[config.mk]
export PLATFORM = sky130hd
export DESIGN_NAME = adc_trig_postscale
export DESIGN_NICKNAME = d
export VERILOG_FILES = /design/src/rtl/trig_ps_pkg.sv /design/src/rtl/trig_phase_qual.sv /design/src/rtl/trig_div_count.sv /design/src/rtl/adc_trig_postscale.sv
export SDC_FILE = /design/constraint.sdc
export NUM_CORES = 1
export LEC_CHECK = 0
export BUFFER_PORTS_ARGS = -buffer_cell sky130_fd_sc_hd__buf_2
export CAP_MARGIN = 5
export CORE_MARGIN = 5
export CORE_UTILIZATION = 45
export CTS_CLUSTER_DIAMETER = 60
export DETAILED_ROUTE_END_ITERATION = 10
export PLACE_DENSITY = 0.72
export SYNTH_ARGS = -nofsm -noshare
export SYNTH_HDL_FRONTEND = slang
export SYNTH_SLANG_ARGS = --single-unit
export TNS_END_PERCENT = 5
[constraint.sdc]
create_clock -name clk -period 1.3 [get_ports clk]
set_clock_uncertainty 0.1 [all_clocks]
set_input_delay 0.13 -clock clk [delete_from_list [all_inputs] [get_ports clk]]
set_output_delay 0.13 -clock clk [all_outputs]
set_load 0.01 [all_outputs]
[src/rtl/trig_ps_pkg.sv]
package trig_ps_pkg;
  typedef enum logic [1:0] {
    PH_BOTH = 2'b00,
    PH_DOWN = 2'b01,
    PH_UP   = 2'b10,
    PH_ALT  = 2'b11
  } phase_sel_e;

  function automatic logic phase_pass(input phase_sel_e sel, input logic down);
    case (sel)
      PH_DOWN: phase_pass = down;
      PH_UP:   phase_pass = !down;
      default: phase_pass = 1'b1;
    endcase
  endfunction
endpackage

[src/rtl/trig_phase_qual.sv]
module trig_phase_qual
  import trig_ps_pkg::*;
(
  input  logic       evt_i,
  input  logic       cnt_down_i,
  input  logic       center_i,
  input  logic [1:0] phase_sel_i,
  output logic       qual_o
);
  phase_sel_e sel;

  always_comb begin
    sel    = phase_sel_e'(phase_sel_i);
    qual_o = evt_i && (!center_i || phase_pass(sel, cnt_down_i));
  end
endmodule

[src/rtl/trig_div_count.sv]
module trig_div_count #(
  parameter int PSC_W = 5
) (
  input  logic             clk,
  input  logic             rst,
  input  logic             qual_i,
  input  logic [PSC_W-1:0] psc_i,
  output logic             pulse_o,
  output logic [PSC_W-1:0] cnt_o,
  output logic [PSC_W-1:0] psc_o
);
  logic [PSC_W-1:0] cnt_q;
  logic [PSC_W-1:0] psc_q;
  logic             arm_q;
  logic             arm_eff;
  logic             hit;

  always_comb begin
    arm_eff = arm_q || (psc_i != psc_q);
    hit     = qual_i && (arm_eff || (cnt_q == psc_i));
  end

  always_ff @(posedge clk) begin
    if (rst) begin
      cnt_q   <= '0;
      arm_q   <= 1'b1;
      psc_q   <= psc_i;
      pulse_o <= 1'b0;
    end else begin
      psc_q   <= psc_i;
      pulse_o <= hit;
      if (hit) begin
        cnt_q <= '0;
        arm_q <= 1'b0;
      end else if (arm_eff) begin
        cnt_q <= '0;
        arm_q <= 1'b1;
      end else if (qual_i) begin
        cnt_q <= cnt_q + 1'b1;
      end
    end
  end

  assign cnt_o = cnt_q;
  assign psc_o = psc_q;
endmodule

[src/rtl/adc_trig_postscale.sv]
module adc_trig_postscale #(
  parameter int PSC_W = 5
) (
  input  logic             clk,
  input  logic             rst,
  input  logic             evt_i,
  input  logic             cnt_down_i,
  input  logic             center_i,
  input  logic [1:0]       phase_sel_i,
  input  logic [PSC_W-1:0] psc_i,
  output logic             trig_o
);
  logic             qual;
  logic [PSC_W-1:0] cnt_w;
  logic [PSC_W-1:0] psc_w;

  trig_phase_qual u_qual (
    .evt_i       (evt_i),
    .cnt_down_i  (cnt_down_i),
    .center_i    (center_i),
    .phase_sel_i (phase_sel_i),
    .qual_o      (qual)
  );

  trig_div_count #(.PSC_W(PSC_W)) u_div (
    .clk     (clk),
    .rst     (rst),
    .qual_i  (qual),
    .psc_i   (psc_i),
    .pulse_o (trig_o),
    .cnt_o   (cnt_w),
    .psc_o   (psc_w)
  );
endmodule

== Word level (Yosys, flattened, before mapping) ==
Index checks and enable logic that the tools add are counted.

* Multiplexer cells: 3
* Reductions and logical operators: 9
* Equal/unequal tests: 4
* Add/sub/neg operators: 1

{| class="wikitable"
|+ Operators with widths
! kind !! count
|-
| adder 5 x 1 -> 5 bit (second input constant) || 1
|-
| equality test 5 bit || 1
|-
| inequality test 5 bit || 1
|-
| logical OR 1 bit || 3
|-
| OR reduction 3 bit || 1
|-
| equality test 2 x 1 -> 1 bit (second input constant) || 1
|-
| equality test 2 bit (second input constant) || 1
|-
| logical AND 1 bit || 2
|-
| logical NOT 1 bit || 2
|-
| two-way mux 1 bit || 2
|-
| one-hot mux 1 bit (2 select lines) || 1
|-
| nonzero test 2 bit || 1
|}

* Output and inout bits: 1
* Register bits: 12
* Word-level logic and storage cells: 21
* Input port bits: 12

== Depth between registers and ports, before layout ==
* Word-level depth: 6
* Mapped depth: 6
* Mapped depth without buffers: 6

== Cells and area by module ==
From an unflattened synthesis, not the netlist that was laid out.

* Cells, all modules: 60
* Area, all modules: 580.6 um2

{| class="wikitable"
|+ By module, submodules not included
! module !! instances !! area an instance (um2) !! sequential area each (um2) !! cells each
|-
| trig_div_count || 1 || 524.3 || 240.2 || 52
|-
| trig_phase_qual || 1 || 56.3 || 0.0 || 8
|}

== Least setup slack after synthesis ==
Ideal clock, no wire load.

* Path kind: reg2reg
* From: register u_div.cnt_q[0], in the netlist u_div.cnt_o[0]
* To: register u_div.pulse_o
* Setup time: 0.079 ns
* Stages on the path, launching flop included: 5
* Arrival time: 1.194 ns
* Clock period less this slack: 1.374 ns
* Data required time: 1.121 ns
* Setup slack: -0.074 ns
* Path buffers: 0
* Cells stage by stage: dfxtp_1 > xnor2_1 > nand3_2 > or2_0 > a211oi_2

* Longest elaborated chain between the ends: 3

{| class="wikitable"
|+ Ends and longest elaborated chain
! element !! RTL line !! text
|-
| start: declaration || trig_div_count.sv:12 || <nowiki>logic [PSC_W-1:0] cnt_q;</nowiki>
|-
| start signal: assignment || trig_div_count.sv:39 || <nowiki>cnt_q <= cnt_q + 1'b1;</nowiki>
|-
| equality test 5 bit || trig_div_count.sv:20 || <nowiki>hit = qual_i && (arm_eff || (cnt_q == psc_i));</nowiki>
|-
| logical OR 1 bit || trig_div_count.sv:20 ||
|-
| logical AND 1 bit || trig_div_count.sv:20 ||
|-
| end signal: assignment || trig_div_count.sv:31 || <nowiki>pulse_o <= hit;</nowiki>
|-
| end: declaration || trig_div_count.sv:8 || <nowiki>output logic pulse_o,</nowiki>
|}

Every way passes these cells.
A chain may end at the register's enable or synchronous reset.

== Worst setup path in the final report ==
* From: register u_div.psc_q[0], in the netlist u_div.psc_o[0]
* To: register u_div.cnt_q[3], in the netlist u_div.cnt_o[3]

* Longest elaborated chain between the ends: 5

{| class="wikitable"
|+ Ends and longest elaborated chain
! element !! RTL line !! text
|-
| start: declaration || trig_div_count.sv:13 || <nowiki>logic [PSC_W-1:0] psc_q;</nowiki>
|-
| start signal: assignment || trig_div_count.sv:27 || <nowiki>psc_q <= psc_i;</nowiki>
|-
| start signal: assignment || trig_div_count.sv:30 || <nowiki>psc_q <= psc_i;</nowiki>
|-
| inequality test 5 bit * || trig_div_count.sv:19 || <nowiki>arm_eff = arm_q || (psc_i != psc_q);</nowiki>
|-
| logical OR 1 bit * || trig_div_count.sv:19 ||
|-
| logical OR 1 bit || trig_div_count.sv:20 ||
|-
| logical AND 1 bit || trig_div_count.sv:20 ||
|-
| OR reduction 3 bit (no source line) * || n/a ||
|}

Mark *: on every way between the ends. The rest lies on a longest branch, timed or not.

==> summary.md <==
| Metric | Value |
|---|---|
| Area after DPL | `835 um2` |
| Routed WL | `1900 um` |
| Row count | `13` |
| Post-Syn Instances | `65` |
| Grt ovf | `0` |
| Antenna viol nets, final | `0` |
| Hold crit path type | `input port to register` |
| TritonRoute pass-1 iters | `4` |
| Clock root cell | `clkbuf_4` |
| Peak fanout along the critical path | `5` |
| Via count | `655` |
| First-pass GRT wire length | `3020 um` |
| Critical path endpoint category | `register` |
| Drt wl/cell | `16.3 um` |
| Clock Sinks | `12` |
| Final min period | `1.49 ns` |
| WP data arrival | `1.61 ns` |
| Worst skew pair latency | `0.29 ns` |
| Die width | `47.0 um` |
| Die height | `47.0 um` |
| Failing checks | `negative setup slack` |
| Normalized max-slew margin | `79.2%` |
| Vias in the first global route | `677` |
| I/O Pins | `13` |
| Iteration-0 DRC Markers | `27` |
| Fin nets | `118` |
| Status | `finished with violations` |
| Clk slew on worst S/H paths | `0.09 ns` |
| Worst Setup SP | `u_div.psc_o[0]` |
| Gr usage total | `20.2%` |
| Gpl congestion | `0.843` |
| Largest net degree at the start of global routing | `8` |
| Most frequent cells in the layout | `buf_4, buf_2, xnor2_2, dfxtp_2, dlygate4sd3_1` |
| TritonCTS clock tree | `yes` |
| Die area | `2200 um2` |
| Final-report hold violation count | `0` |
| Startpoint types | `register` |
| Area Growth Syn to Fin | `60.1%` |
| Worst vdd ir | `685 uV` |
| Mean post-synth cell area | `9.45 um2` |
| Post-route cell area | `983 um2` |
| RSZ-0062 raised after global routing | `yes` |
| Ys Warns | `0` |
| Synth cell types | `25` |
| Core outline area | `1300 um2` |
| Leak | `0.413 nW` |
| Max-cap violations | `0` |
| Worst-Margin Slew | `0.310 ns` |
| Commonest non-fill, non-tap cell in the layout | `buf_4` |
| Setup violations, final | `6` |
| Required @ worst endpoint | `1.42 ns` |
| Pwr/cell area | `868 nW/um2` |
| Area of the mapped netlist | `614 um2` |
| Setup TNS | `-0.877 ns` |
| Period utilisation layout | `115%` |
| Vias per cell | `5.60` |
| RR Startpoint | `u_div.psc_o[0]` |
| Mapped Nets | `80` |
| H-tree depth | `1` |
| Initial antenna violation count | `0` |
| Cts bufs inserted | `3` |
| Layout filler cell count | `98` |
| PortBufs | `12` |
| Starting Density | `47.2%` |
| Fin worst setup slack | `-0.193 ns` |
| Hold Startpoint | `psc_i[2]` |
| Hpwl dp | `1270 um` |
| Share of cells above drive strength 1 | `50.0%` |
| DRC Markers | `0` |
| Clock Path Buffers | `2` |
| Max Fclk | `670 MHz` |
| Antenna cells | `0` |
| Register area share after synthesis | `39.1%` |
| Seq cells post-synth | `12` |
| Max Transition Viols Final | `0` |
| Crit path kind | `register to register` |
final timing paths:
kind,cells past startpoint,end,slack [ns]
worst min register to register,2,u_div.cnt_o[2],0.45
worst max-delay path,4,u_div.cnt_o[3],-0.19
worst max register to register,4,u_div.cnt_o[3],-0.19
worst min-delay path,2,u_div.psc_o[2],0.02
logic make-up after synthesis:
| family | synth area share, % |
|---|---|
| AO/OA/AOI/OAI | 23.4 |
| AND/OR/NAND/NOR | 12.2 |
| flip-flops | 39.1 |
| XOR/XNOR | 14.3 |
| buffers and inverters | 3.06 |
| adder cells (fa/ha/maj) | 6.11 |
| multiplexers | 1.83 |
layer usage:
layer,part of all wire [%],vias up,track usage (%)
met4,5.2,0,14.4
li1,-,313,-
met2,49,27,32.2
met5,0,-,0
met1,41,304,24.0
met3,5.1,11,4.21
stage by stage:
step	utilization (%)	cells	setup slack, ns	hold slack, ns	power (mW)
3_5_place_dp	64.1	107	-0.170	0.182	0.517
6_report	75.6	117	-0.193	0.0196	0.854
5_1_grt	75.6	117	-0.257	0.00383	0.896
2_1_floorplan	-	65	-0.0537	0.0577	0.451
3_3_place_gp	64.1	107	-0.155	0.179	0.513
4_1_cts	73.6	117	-0.170	0.0105	0.850
flip-flops by register name (all words and copies together) (netlist names):
signal,flops
u_div.psc_o,5
u_div.pulse_o,1
u_div.arm_q,1
u_div.cnt_o,5
worst max-delay path, cell delays in order, from the launching register on:
cell and delay (ns):
dfxtp_2 0.34, xnor2_2 0.13, nand4_1 0.13, or4_4 0.57, a31oi_1 0.16
power breakdown:
part	total, mW	internal [mW]	leakage, nW	switching [mW]
logic	0.152	0.0831	0.291	0.0687
registers	0.388	0.381	0.101	0.00674
clock network	0.315	0.171	0.0210	0.144
area by class of cell:
cell class                 instances  area [um2]  share of cell area, %
tap                               15        18.8                   1.91
sequential                        12         249                   25.3
multi-input combinational         48         415                   42.2
inverter                           5        18.8                   1.91
timing repair buffer              33         245                   24.9
clock buffer                       4        36.3                   3.69
what timing repair did:
item | in CTS | in global routing
hold endpoints to repair | 5 | 0
setup endpoints to repair | 6 | 6
resized for setup | 6 | 7
hold buffers | 6 | 0
pin swaps | 3 | 7
buffers inserted | 0 | 0
cell usage after synthesis, drive strengths merged:
master   count  area (um2)
or4          1        11.3
mux2         1        11.3
a31oi        3        18.8
dfxtp       12         240
o211ai       4        30.0
nor2         1        3.75
and3         1        6.26
inv          5        18.8
nand2b       1        6.26
nand2        4        15.0
o21ai        1        5.00
xnor2        9        78.8
ha           3        37.5
or2          1        6.26
a21oi        6        30.0
nand3        2        15.0
nor3         1        5.00
nand4        1        6.26
o21a         1        7.51
o2111ai      2        17.5
o31ai        2        15.0
o21bai       1        7.51
a211oi       1        12.5
xor2         1        8.76
No activity file was read; power rests on OpenSTA's default activity.
